[config.mk]
export PLATFORM = sky130hd
export DESIGN_NAME = uart_chan
export DESIGN_NICKNAME = d
export VERILOG_FILES = /design/src/rtl/uart_chan.sv
export SDC_FILE = /design/constraint.sdc
export NUM_CORES = 1
export LEC_CHECK = 0
export BUFFER_PORTS_ARGS = -buffer_cell sky130_fd_sc_hd__buf_2
export CORE_MARGIN = 2
export CORE_UTILIZATION = 55
export DETAILED_ROUTE_END_ITERATION = 10
export PLACE_DENSITY = 0.77
export REMOVE_ABC_BUFFERS = 1
export SYNTH_ARGS = -nofsm -noshare
export SYNTH_HDL_FRONTEND = slang
export SYNTH_SLANG_ARGS = --single-unit
[constraint.sdc]
create_clock -name clk -period 7.8 [get_ports clk]
set_input_delay 1.95 -clock clk [delete_from_list [all_inputs] [get_ports clk]]
set_output_delay 1.95 -clock clk [all_outputs]
set_load 0.005 [all_outputs]
[src/rtl/uart_chan.sv]
module uart_chan #(
  parameter int DEPTH = 4,
  parameter int BASE_DIV = 10416
) (
  input  logic        clk,
  input  logic        rst_n,
  input  logic        wr_en,
  input  logic        rd_en,
  input  logic [1:0]  addr,
  input  logic [15:0] wdata,
  output logic [15:0] rdata,
  output logic        tx,
  input  logic        rx
);
  localparam int AW = $clog2(DEPTH);
  localparam int DW = $clog2(BASE_DIV + 1);
  localparam logic [AW:0] FULL = (AW+1)'(DEPTH);
  localparam logic [AW:0] ONE = (AW+1)'(1);
  localparam logic [1:0] A_DATA = 2'd0, A_CFG = 2'd1, A_STAT = 2'd2;

  logic [7:0] cfg;
  wire wr_data = wr_en && addr == A_DATA;
  wire wr_cfg  = wr_en && addr == A_CFG;
  wire rd_data = rd_en && addr == A_DATA;
  wire rd_stat = rd_en && addr == A_STAT;
  wire unused_bits = ^{wdata[7:0], cfg[7]};

  wire [3:0] idx = cfg[0] ? 4'd8 : {1'b0, cfg[3:1]};
  wire par_en = cfg[5];
  wire par_odd = cfg[4];
  wire lb = cfg[6];

  always_ff @(posedge clk)
    if (!rst_n) cfg <= '0;
    else if (wr_cfg) cfg <= wdata[15:8];

  logic [DW-1:0] tcnt;
  wire [DW-1:0] div = DW'(BASE_DIV >> idx);
  wire tick = tcnt >= div - DW'(1);

  always_ff @(posedge clk)
    if (!rst_n || wr_cfg || tick) tcnt <= '0;
    else tcnt <= tcnt + DW'(1);

  // transmit queue and shifter
  logic [7:0] tmem [DEPTH];
  logic [AW-1:0] twp, trp;
  logic [AW:0] tn;
  logic tact;
  logic [10:0] tsh;
  logic [3:0] tph, tleft;
  wire t_push = wr_data && tn != FULL;
  wire t_pop = !tact && tn != '0;
  wire [7:0] thead = tmem[trp];
  wire tx_line = tact ? tsh[0] : 1'b1;

  always_ff @(posedge clk) if (t_push) tmem[twp] <= wdata[15:8];

  always_ff @(posedge clk)
    if (!rst_n) begin
      twp <= '0; trp <= '0; tn <= '0;
    end else begin
      if (t_push) twp <= twp + AW'(1);
      if (t_pop) trp <= trp + AW'(1);
      tn <= tn + (t_push ? ONE : '0) - (t_pop ? ONE : '0);
    end

  always_ff @(posedge clk)
    if (!rst_n) begin
      tact <= 1'b0; tsh <= '1; tph <= '0; tleft <= '0;
    end else if (t_pop) begin
      tact <= 1'b1;
      tph <= '0;
      tsh <= par_en ? {1'b1, ^thead ^ par_odd, thead, 1'b0} : {2'b11, thead, 1'b0};
      tleft <= par_en ? 4'd11 : 4'd10;
    end else if (tact && tick) begin
      tph <= tph + 4'd1;
      if (tph == 4'd15) begin
        tsh <= {1'b1, tsh[10:1]};
        tleft <= tleft - 4'd1;
        if (tleft == 4'd1) tact <= 1'b0;
      end
    end

  assign tx = lb | tx_line;

  // receiver
  logic [1:0] rsync;
  wire rs = rsync[1];
  logic ract, rpar;
  logic [3:0] rph, rbit;
  logic [7:0] rsh;
  wire [3:0] rlast = par_en ? 4'd10 : 4'd9;
  wire rmid = ract && tick && rph == 4'd7;
  wire rdone = rmid && rbit == rlast;
  wire perr_ev = rdone && par_en && (rpar != (^rsh ^ par_odd));
  wire ferr_ev = rdone && !rs;

  always_ff @(posedge clk)
    if (!rst_n) rsync <= 2'b11;
    else rsync <= {rsync[0], lb ? tx_line : rx};

  always_ff @(posedge clk)
    if (!rst_n) begin
      ract <= 1'b0; rph <= '0; rbit <= '0; rsh <= '0; rpar <= 1'b0;
    end else if (!ract) begin
      if (!rs) begin
        ract <= 1'b1; rph <= '0; rbit <= '0;
      end
    end else if (tick) begin
      rph <= rph + 4'd1;
      if (rph == 4'd7) begin
        if (rbit == 4'd0 && rs) ract <= 1'b0;
        else begin
          if (rbit != 4'd0 && rbit < 4'd9) rsh <= {rs, rsh[7:1]};
          if (rbit == 4'd9 && par_en) rpar <= rs;
          if (rbit == rlast) ract <= 1'b0;
          rbit <= rbit + 4'd1;
        end
      end
    end

  // receive queue
  logic [7:0] rmem [DEPTH];
  logic [AW-1:0] rwp, rrp;
  logic [AW:0] rn;
  wire r_pop = rd_data && rn != '0;
  wire r_push = rdone && (rn != FULL || r_pop);
  wire ovf_ev = rdone && rn == FULL && !r_pop;

  always_ff @(posedge clk) if (r_push) rmem[rwp] <= rsh;

  always_ff @(posedge clk)
    if (!rst_n) begin
      rwp <= '0; rrp <= '0; rn <= '0;
    end else begin
      if (r_push) rwp <= rwp + AW'(1);
      if (r_pop) rrp <= rrp + AW'(1);
      rn <= rn + (r_push ? ONE : '0) - (r_pop ? ONE : '0);
    end

  logic ovf, perr, ferr;
  always_ff @(posedge clk)
    if (!rst_n) begin
      ovf <= 1'b0; perr <= 1'b0; ferr <= 1'b0;
    end else begin
      ovf <= ovf_ev | (ovf & !rd_stat);
      perr <= perr_ev | (perr & !rd_stat);
      ferr <= ferr_ev | (ferr & !rd_stat);
    end

  wire [7:0] stat = {1'b1, ferr, perr, tn == FULL, tact | (tn != '0), ovf, rn == FULL, rn != '0};

  always_comb begin
    rdata = '0;
    if (rd_en && addr == A_DATA && rn != '0) rdata = {rmem[rrp], 8'h00};
    else if (rd_en && addr == A_STAT) rdata = {stat, 8'h00};
  end

  a_r7_ovf_when_full: assert property (@(posedge clk) disable iff (!rst_n)
    $rose(ovf) |-> $past(rn) == FULL) else $error("R7 overflow without full queue");
  a_r10_clear_on_read: assert property (@(posedge clk) disable iff (!rst_n)
    rd_stat && !rdone |=> !ovf && !perr && !ferr) else $error("R10 sticky flag survived read");
  a_r8_full_drop: assert property (@(posedge clk) disable iff (!rst_n)
    wr_data && tn == FULL && !t_pop |=> tn == FULL) else $error("R8 write into full queue");
  a_r6_pop_count: assert property (@(posedge clk) disable iff (!rst_n)
    r_pop && !r_push |=> rn == $past(rn) - ONE) else $error("R6 pop did not remove entry");
  a_r3_start_low: assert property (@(posedge clk) disable iff (!rst_n)
    $rose(tact) |-> !tx || lb) else $error("R3 frame did not begin low");
  a_r5_loop_high: assert property (@(posedge clk) disable iff (!rst_n)
    lb && tact |-> tx) else $error("R5 pin moved in loopback");
endmodule

# [Yosys cells after proc, flatten, opt, wreduce, memory -nomap -nowiden]
# Memory sizes are Yosys's and may differ from the RTL's. A register that Yosys moved wholly into a read port is not among the register bits.
# Cells that the tools add are included.
[word_totals] regBits=78 latch_bits=0 ram_bits=64 mem_bits_ro=0 input_bits=23 out_inout_bits=17 mem_count=2
[memory_table] name="rmem" depth=4 word_bits=8 read_ports=1 rd_clocked_by_memory_dff=1 write_ports=1 line="124" rtl="logic [7:0] rmem [DEPTH];"
[memory_table] name="tmem" depth=4 word_bits=8 read_ports=1 rd_clocked_by_memory_dff=1 write_ports=1 line="46" rtl="logic [7:0] tmem [DEPTH];"
[op_classes] add_sub_neg=14 multipliers=0 div_mod_pow=0 order_cmp=2 n_eq_ne=16 n_shift=1 mux=43 bitwise_logic=12 n_reduce_logical=45
[ops] cell="$mux W4" n=11
[ops] cell="$mux W11" n=3
[ops] cell="$mux W16" n=2
[ops] cell="$mux W1" n=21
[ops] cell="$logic_and A1 B1 Y1" n=20
[ops] cell="$reduce_xor A8 Y1" n=2
[ops] cell="$add A14 B1 Y14 const B" n=1
[ops] cell="$ge A14 B14 Y1" n=1
[ops] cell="$shr A14 B4 Y14 const A" n=1
[ops] cell="$sub A14 B1 Y14 const B" n=1
[ops] cell="$add A4 B1 Y4 const B" n=3
[ops] cell="$mux W10" n=1
[ops] cell="$mux W2" n=5
[ops] cell="$reduce_and A5 Y1" n=2
[ops] cell="$add A2 B1 Y2 const B" n=4
[ops] cell="$eq A4 B4 Y1 const B" n=2
[ops] cell="$add A3 B1 Y3" n=2
[ops] cell="$eq A3 B3 Y1 const B" n=2
[ops] cell="$ne A3 B3 Y1 const B" n=2
[ops] cell="$reduce_bool A2 Y1" n=3
[ops] cell="$reduce_bool A3 Y1" n=2
[ops] cell="$sub A3 B1 Y3" n=2
[ops] cell="$logic_not A1 Y1" n=5
[ops] cell="$or A1 B1 Y1" n=5
[ops] cell="21 further kinds" n=30

# [Logic depth before layout (Yosys ltp)]
# Gate-level depths: netlist (run 1).
[logic_depth] word_depth=11 mapped_depth=29 ltp_nobuf=27

# [Worst setup path before layout (run 1)]
# No wires, ideal clock.
[synth_timing] path_type="reg2reg" from="register cfg[0]" to="register rn[2]" arrival_time_ps=5123 path_slack_ps=2549 path_stages_with_launch=28 n_path_buf=2 path_cell_list="dfxtp_1 -> buf_2 -> clkbuf_1 -> nand2b_1 -> inv_1 -> ha_1 -> nor3b_1 -> a21oi_1 -> ha_1 -> inv_1 -> a211oi_1 -> and3_1 -> o21a_1 -> a211o_1 -> ha_1 -> nand4_1 -> or2_1 -> o221a_4 -> nor4b_4 -> inv_1 -> ha_1 -> inv_1 -> ha_1 -> inv_1 -> fa_1 -> xor2_1 -> xnor2_1 -> nor2_1"
[synth_between] elab_chain_cells=11
[synth_rtl] item="from (decl)" line="21" rtl="logic [7:0] cfg;"
[synth_rtl] item="from (signal assigned)" line="35" rtl="else if (wr_cfg) cfg <= wdata[15:8];"
[synth_rtl] item="$mux W4" line="28" rtl="wire [3:0] idx = cfg[0] ? 4'd8 : {1'b0, cfg[3:1]};"
[synth_rtl] item="$shr A14 B4 Y14" line="38" rtl="wire [DW-1:0] div = DW'(BASE_DIV >> idx);"
[synth_rtl] item="$sub A14 B1 Y14" line="39" rtl="wire tick = tcnt >= div - DW'(1);"
[synth_rtl] item="$ge A14 B14 Y1" line="39"
[synth_rtl] item="$logic_and A1 B1 Y1 (2 in series)" line="94" rtl="wire rmid = ract && tick && rph == 4'd7;"
[synth_rtl] item="$logic_and A1 B1 Y1" line="95" rtl="wire rdone = rmid && rbit == rlast;"
[synth_rtl] item="$logic_and A1 B1 Y1" line="128" rtl="wire r_push = rdone && (rn != FULL || r_pop);"
[synth_rtl] item="$mux W1" line="139" rtl="rn <= rn + (r_push ? ONE : '0) - (r_pop ? ONE : '0);"
[synth_rtl] item="$add A3 B1 Y3" line="139"
[synth_rtl] item="$sub A3 B1 Y3" line="139"
[synth_rtl] item="to (signal assigned)" line="139"
[synth_rtl] item="to (decl)" line="126" rtl="logic [AW:0] rn;"
# Every way passes these cells.
# A chain may end at the register's enable or synchronous reset.

# [Final worst setup path (run 1)]
# Same ends and word-level chain as after synthesis.

==> results of run 1 <==
==> worst register-to-register path, cell delays in order (launching register included) <==
cell and delay (ns):
dfxtp_1 0.75, nand2b_1 0.30, inv_1 0.11, ha_1 0.26
nor3b_1 0.20, a21oi_1 0.09, ha_1 0.26, inv_1 0.06
a211oi_1 0.08, and3_1 0.26, o21a_1 0.13, a211o_1 0.28
ha_1 0.28, nand4_1 0.17, or2_1 0.31, o221a_4 0.35
nor4b_4 0.51, inv_1 0.09, ha_1 0.29, inv_1 0.06
ha_1 0.13, inv_1 0.04, fa_1 0.37, xor2_1 0.18
xnor2_1 0.14, nor2_1 0.05
==> flip-flops by register name, summed over array words and instances (netlist names), 7 cells and up, named ones only <==
name  cells
rmem     32
cfg       7
tcnt     14
rsh       8
tsh      10
tmem     32
==> cell families (layout without fill, tap and decap cells) <==
family / after synthesis / after routing / share of synthesized area (%)
simple gates: 204 / 204 / 14.73
buf+inv: 54 / 82 / 3.651
fa+ha+maj: 45 / 45 / 8.268
mux: 41 / 41 / 8.948
xor+xnor: 55 / 55 / 6.997
other cells: 1 / 8 / 0.05363
compound gates: 64 / 64 / 6.675
flops: 145 / 145 / 50.68
==> worst max path at each step <==
stage	start	slack (ns)	end	depth (start not counted)
5_1_grt	cfg[0]	1.42	rn[2]	25
2_1_floorplan	cfg[0]	2.59	rn[2]	25
4_1_cts	cfg[0]	1.89	rn[2]	25
6_report	cfg[0]	1.91	rn[2]	25
3_3_place_gp	cfg[0]	2.10	rn[2]	25
3_5_place_dp	cfg[0]	1.98	rn[2]	25
==> cells in the final DEF (no fill, tap or decap), types with 5 or more instances in the layout <==
cell       count
a21oi_1       15
a221o_1        8
and2_1        12
and3_1         5
buf_2         23
clkbuf_16     17
conb_1         8
dfxtp_1       81
edfxtp_1      64
ha_1          43
inv_1         24
mux2i_1       25
mux4_2        12
nand2_1       36
nand2b_1       9
nand3_1       18
nand4_1        6
nor2_1        76
nor3_1        12
nor3b_1        5
o21ai_0        9
xnor2_1       32
xor2_1        22
==> per-stage QoR <==
step	hold slack, ns	power (mW)	worst slack (ns)	area, µm²	util, %
after detailed placement	0.3966	1.216	1.978	7206	57.57
after global routing	0.4202	2.055	1.417	7769	62.07
after CTS	0.4133	1.987	1.894	7769	62.07
after global placement	0.3912	1.197	2.101	7206	57.57
final	0.4079	1.972	1.910	7769	62.07
after floorplan	0.3863	1.133	2.586	6853	-
==> power groups by stage <==
stage / Sequential, mW / Clock, mW / Combinational (mW)
after global routing: 0.900 / 0.812 / 0.343
after detailed placement: 0.906 / 0 / 0.310
after floorplan: 0.891 / 0 / 0.242
final: 0.892 / 0.772 / 0.308
after CTS: 0.892 / 0.783 / 0.312
after global placement: 0.904 / 0 / 0.293
==> layout make-up <==
| class | count | area [µm²] | share of cell area (%) |
|---|---|---|---|
| well taps | 172 | 215.2 | 2.770 |
| inverters | 24 | 90.09 | 1.160 |
| flip-flops and latches | 145 | 3543 | 45.61 |
| clock buffers | 22 | 454.2 | 5.846 |
| multi-input cells | 417 | 3219 | 41.44 |
| repair buffers | 26 | 137.6 | 1.772 |
| clock inverters | 10 | 108.9 | 1.401 |
==> routing by layer <==
| metal | up-vias | share of wire [%] | GRT usage (%) |
|---|---|---|---|
| met5 | - | 0 | 0 |
| met1 | 2142 | 44 | 24.35 |
| met2 | 83 | 52 | 35.57 |
| met4 | 0 | 1.3 | 9.020 |
| li1 | 2204 | - | - |
| met3 | 13 | 3.2 | 5.968 |
==> results.tsv, run 1 <==
stage	metric	value	unit
outcome	result_of_the_run	finished clean	
power	p_sw	502.5	µW
drt	drt.antenna.violating_nets	0	
critical_path	timing.critical_path.max_delay_family	simple AND/OR/NAND/NOR gates	
worst_hold_path	holdPathEnd	rsync[1]	
place	place.detailed.hpwl	9190	µm
clock_network	cts.sinks	145	
yosys	synth_top_area_cell	edfxtp_1	
timing	worst_clock_skew	0.006376	ns
power	power.share.combinational	15.6	%
yosys	synth.top_cells.by_count	dfxtp_1 (81), nor2_1 (76), edfxtp_1 (64)	
final_layout	antennaDiodeCount	0	
power	pwr-share-seq	45.2	%
critical_path	setup.reg_to_reg.worst_slack	1.91	ns
timing	rsz_0062_raised_after_global_routing	no	
drt	wirelength	13150	µm
floorplanning	die_w	116.8	µm
yosys	synth_area_per_cell	11.48	µm²
timing	setup_total_negative_slack	0	ns
floorplanning	num_rows	41	
yosys	yosysSeqAreaShare	50.68	%
floorplanning	die_h	116.8	µm
timing	clock.fmax	169.8	MHz
yosys	synth_enable_flop_cells	64	
timing	finalHoldViolations	0	
power	p_sw_share	25.49	%
power	share_clk_of_total_power	39.2	%
yosys	synth_flop_cell	dfxtp_1	
drt	drt-pass1-iter-count	4	
global_route	grt_pass1_vias	4365	
final_layout	final_cell_count_no_fill	816	
critical_path	worstReg2RegStart	cfg[0]	
clock_network	clk_transition_reported_paths	0.06	ns
critical_path	crit_fanout	22	
drt	drcViolationCount	0	
global_route	grt_pass1_wl	21140	µm
final_layout	post_route_cells_drive_above_1_share	11.34	%
final_layout	areaGrowthSynthToFinish	11.11	%
run	max_cap_violations	0	
place	gp_routability_congestion	0.7856	
timing	final_min_period_over_clock_period	75.51	%
power	power_density	253.8	nW/µm²
floorplanning	io_pins	40	
clock_network	cts_root_buffer	clkbuf_16	
yosys	synth_top_area_share	27.49	%
drt	post_drt_wl_per_cell	16.12	µm
critical_path	critical_path_start_end_classification	register to register	
global_route	grt_start_max_net_pins	34	
clock_network	tritoncts	built	
floorplanning	core_region_area	12520	µm²
critical_path	worst-r2r-cell-count	25	
critical_path	setup.worst_path.end_class	register	
clock_network	ctsResizeCount	0	
critical_path	cp_num_buf_inv	5	
power	leakage	2.988	nW
place	place_inst	784	
power	peakVddDrop	195.1	µV
critical_path	slowest_delay	0.75	ns
clock_network	clkLatencyLatePin	0.42	ns
global_route	grt_usage	20.75	%
clock_network	cts-hold-fix-buffers	0	
worst_hold_path	critical_hold_path_startpoint	rsync[0]	
global_route	antenna_found_initial	0	
critical_path	worstPathArrival	6.18	ns
yosys	postSynthCellCount	609	
timing	tightest_slew_margin_relative_to_the_limit	43.23	%
worst_hold_path	hold_path_class	register to register	
yosys	netlist_area	6992	µm²
final_layout	fillCellCount	1022	
drt	route.vias.total	4442	
timing	layout_min_cycle_time	5.890	ns
critical_path	critical_path.startpoint_type	register	
final_layout	nNetsFinal	699	
critical_path	cp_data_required_time	8.09	ns
drt	detailedRoute.firstIterationViolations	244	
floorplanning	floorplan.die_area	13630	µm²
drt	drt-vias-per-instance	5.444	
clock_network	numCtsBuffers	17	
clock_network	clockBufferDepth	2	
yosys	synthTopCellsByArea	edfxtp_1 (27%), dfxtp_1 (23%), ha_1 (7.7%)	
power	internal_power	1.469	mW
critical_path	critical_path.slowest_cell	dfxtp_1	
critical_path	rr_endpoint	rn[2]	
yosys	synth.ff_latch_count	145	
yosys	synth.lib_cells_used.distinct	62	
worst_hold_path	worstHoldPathCells	1	
timing	worst_pin_slew	0.8484	ns
yosys	yosys_warnings	0	
clock_network	h_tree_lvls	4	
yosys	post-synth-top-count-cell	dfxtp_1	
timing	finalMaxSlewViolations	0	
place	place.port_buffers	23	
floorplanning	initial_core_util	55.86	%
yosys	synthArstFlopShare	0	%
timing	setup_viol_count_final	0	
global_route	grt_overflow	0	
clock_network	post_cts_buffers	0	
(Power assumes the default switching activity.)
==> run 2, diff against run 1 <==
==> constraint.sdc (replaced) <==
create_clock -name clk -period 6 [get_ports clk]
set_input_delay 1.5 -clock clk [delete_from_list [all_inputs] [get_ports clk]]
set_output_delay 1.5 -clock clk [all_outputs]
set_load 0.005 [all_outputs]
==> run 2 against run 1 <==
Against the previous run: final cell count is 0.12% higher; sequential share of layout area hardly changed; sequential cell count stayed put; combinational power is 29% higher; first-iteration DRC count is 6.6% higher; sequential power is 30% higher; non-clock buffer count is 1 higher; maximum frequency is 7.3% higher; clock-buffer cell count stayed put; via count is 1.9% lower; die area stayed put; worst hold slack worse by 0.0060 ns.
==> results.tsv, run 2 (synthesis results as in run 1) <==
stage	metric	value	unit	change
outcome	result_of_the_run	finished clean		
timing	setup_viol_count_final	0		unchanged
timing	worst_clock_skew	0.01086	ns	+0.004483 ns
final_layout	post_route_cells_drive_above_1_share	11.63	%	+0.29 points
final_layout	largest_registers	rmem x32, tmem x32, tcnt x14		
final_layout	antennaDiodeCount	0		unchanged
timing	clock.fmax	182.2	MHz	+7.3%
critical_path	cp_data_required_time	6.30	ns	-1.79 ns
critical_path	cp_num_buf_inv	5		unchanged
final_layout	layout_common_cells	dfxtp_1 (81), nor2_1 (76), edfxtp_1 (64)		
drt	wirelength	12830	µm	-2.4%
timing	rsz_0062_raised_after_global_routing	no		
final_layout	fillCellCount	1020		-0.20%
timing	worst_pin_slew	0.9116	ns	+0.06320 ns
drt	drt.antenna.violating_nets	0		unchanged
final_layout	areaGrowthSynthToFinish	11.06	%	about the same
power	leakage	2.980	nW	-0.25%
final_layout	final_common_cell	dfxtp_1		
drt	detailedRoute.firstIterationViolations	260		+6.6%
worst_hold_path	hold_path_class	register to register		
floorplanning	initial_core_util	55.86	%	unchanged
floorplanning	die_h	116.8	µm	unchanged
timing	final_min_period_over_clock_period	91.46	%	+16 points
critical_path	slowest_delay	0.45	ns	-0.30 ns
critical_path	setup.reg_to_reg.worst_slack	0.51	ns	-1.40 ns
floorplanning	die_w	116.8	µm	unchanged
critical_path	rr_endpoint	rn[2]		
drt	drt-vias-per-instance	5.332		-2.1%
critical_path	worst-r2r-cell-count	25		unchanged
drt	drt-pass1-iter-count	4		unchanged
clock_network	cts_root_buffer	clkbuf_16		
timing	layout_min_cycle_time	5.488	ns	-0.4020 ns
floorplanning	num_rows	41		unchanged
power	power_density	325.5	nW/µm²	+28%
run	max_cap_violations	0		unchanged
clock_network	cts.sinks	145		unchanged
global_route	grt_pass1_vias	4327		-0.87%
global_route	grt_start_max_net_pins	29		-15%
place	place.detailed.hpwl	8943	µm	-2.7%
timing	setup_total_negative_slack	0	ns	unchanged
critical_path	critical_path.slowest_cell	nor4b_4		
place	gp_routability_congestion	0.8378		+6.6%
clock_network	clockBufferDepth	2		unchanged
timing	finalHoldViolations	0		unchanged
critical_path	timing.critical_path.max_delay_family	simple AND/OR/NAND/NOR gates		
worst_hold_path	critical_hold_path_startpoint	rsync[0]		
critical_path	worstPathArrival	5.79	ns	-0.39 ns
place	place.port_buffers	23		unchanged
power	peakVddDrop	266.5	µV	+37%
power	total_power	2.527	mW	+28%
floorplanning	io_pins	40		unchanged
critical_path	crit_fanout	14		-36%
global_route	antenna_found_initial	0		unchanged
timing	finalMaxSlewViolations	0		unchanged
critical_path	critical_path_start_end_classification	register to register		
timing	tightest_slew_margin_relative_to_the_limit	39.00	%	-4.2 points
critical_path	critical_path_depth	25		unchanged
floorplanning	floorplan.die_area	13630	µm²	unchanged
floorplanning	core_region_area	12520	µm²	unchanged
drt	route.vias.total	4356		-1.9%
final_layout	final_core_utilization	62.04	%	about the same
final_layout	nNetsFinal	700		+0.14%
clock_network	tritoncts	built		
clock_network	clkLatencyLatePin	0.42	ns	about the same
drt	drcViolationCount	0		unchanged
clock_network	cts-hold-fix-buffers	0		unchanged
global_route	grt_overflow	0		unchanged
drt	post_drt_wl_per_cell	15.71	µm	-2.5%
critical_path	worstReg2RegStart	cfg[0]		
clock_network	numCtsBuffers	17		unchanged
clock_network	h_tree_lvls	4		unchanged
critical_path	setup.worst_path.end_class	register		
worst_hold_path	worstHoldPathCells	1		unchanged
global_route	grt_usage	20.50	%	-0.25 points
global_route	grt_pass1_wl	21070	µm	-0.36%
clock_network	clk_transition_reported_paths	0.06	ns	about the same
critical_path	critical_path.startpoint_type	register		
worst_hold_path	holdPathEnd	rsync[1]		
[run 2: cell types whose count changed in the layout (fill, tap and decap cells not counted)]
cell	change
clkbuf_8	+1
clkinvlp_4	+2
buf_4	+1
inv_6	-1
clkbuf_1	-1
bufinv_16	-1
clkinv_4	+1
inv_4	-1
[run 2: repair_timing]
item                       in CTS  in global routing
setup buffers                   0                  0
resized for setup               0                  0
setup endpoints to repair       0                  1
[run 2: worst max-delay path by stage]
stage	from	slack, ns	end
after floorplan	cfg[0]	0.79	rn[2]
after global placement	cfg[1]	0.65	rn[2]
after detailed placement	cfg[0]	0.43	rn[2]
after CTS	cfg[0]	0.41	rn[2]
after global routing	cfg[1]	0.03	rn[2]
final	cfg[0]	0.51	rn[2]
[run 2: where the power goes]
group | switching, mW | internal, mW
Combinational | 0.198 | 0.199
Clock | 0.385 | 0.588
Sequential | 0.0672 | 1.09
Total | 0.650 | 1.88
[run 2: final cells by class]
class / instances / area (µm²) / share of cell area [%]
clock inverter: 10 / 87.58 / 1.128
timing repair buffer: 27 / 145.1 / 1.869
sequential: 145 / 3543 / 45.63
clock buffer: 22 / 464.2 / 5.978
inverter: 24 / 90.09 / 1.160
multi-input combinational: 417 / 3219 / 41.46
tap: 172 / 215.2 / 2.772
[run 2: layer usage]
metal / GRT usage, % / vias up / share of wire, %
met5: 0 / - / 0
met3: 5.916 / 7 / 3.6
met2: 35.14 / 59 / 52
li1: - / 2190 / -
met1: 25.18 / 2100 / 44
met4: 6.275 / 0 / 0.70
[run 2: worst register-to-register path, stage by stage (launching register included)]
cell	delay, ns
dfxtp_1	0.42
nor2_1	0.32
inv_1	0.18
ha_1	0.30
nor3b_1	0.20
a21oi_1	0.09
ha_1	0.21
inv_1	0.06
a211oi_1	0.08
and3_1	0.22
o21a_1	0.13
a211o_1	0.27
ha_1	0.28
nand4_1	0.15
or2_1	0.29
o221a_4	0.35
nor4b_4	0.46
inv_1	0.09
ha_1	0.29
inv_1	0.06
ha_1	0.13
inv_1	0.05
fa_1	0.36
xor2_1	0.18
xnor2_1	0.15
nor2_1	0.05
[run 2: per-stage QoR]
step	setup WS, ns	hold WS, ns	instances	area [µm²]
final	0.5122	0.4019	817	7765
after global routing	0.02551	0.4114	817	7765
after CTS	0.4057	0.4071	817	7765
after detailed placement	0.4323	0.3958	785	7213
after global placement	0.6479	0.3904	785	7213
after floorplan	0.7859	0.3863	586	6853
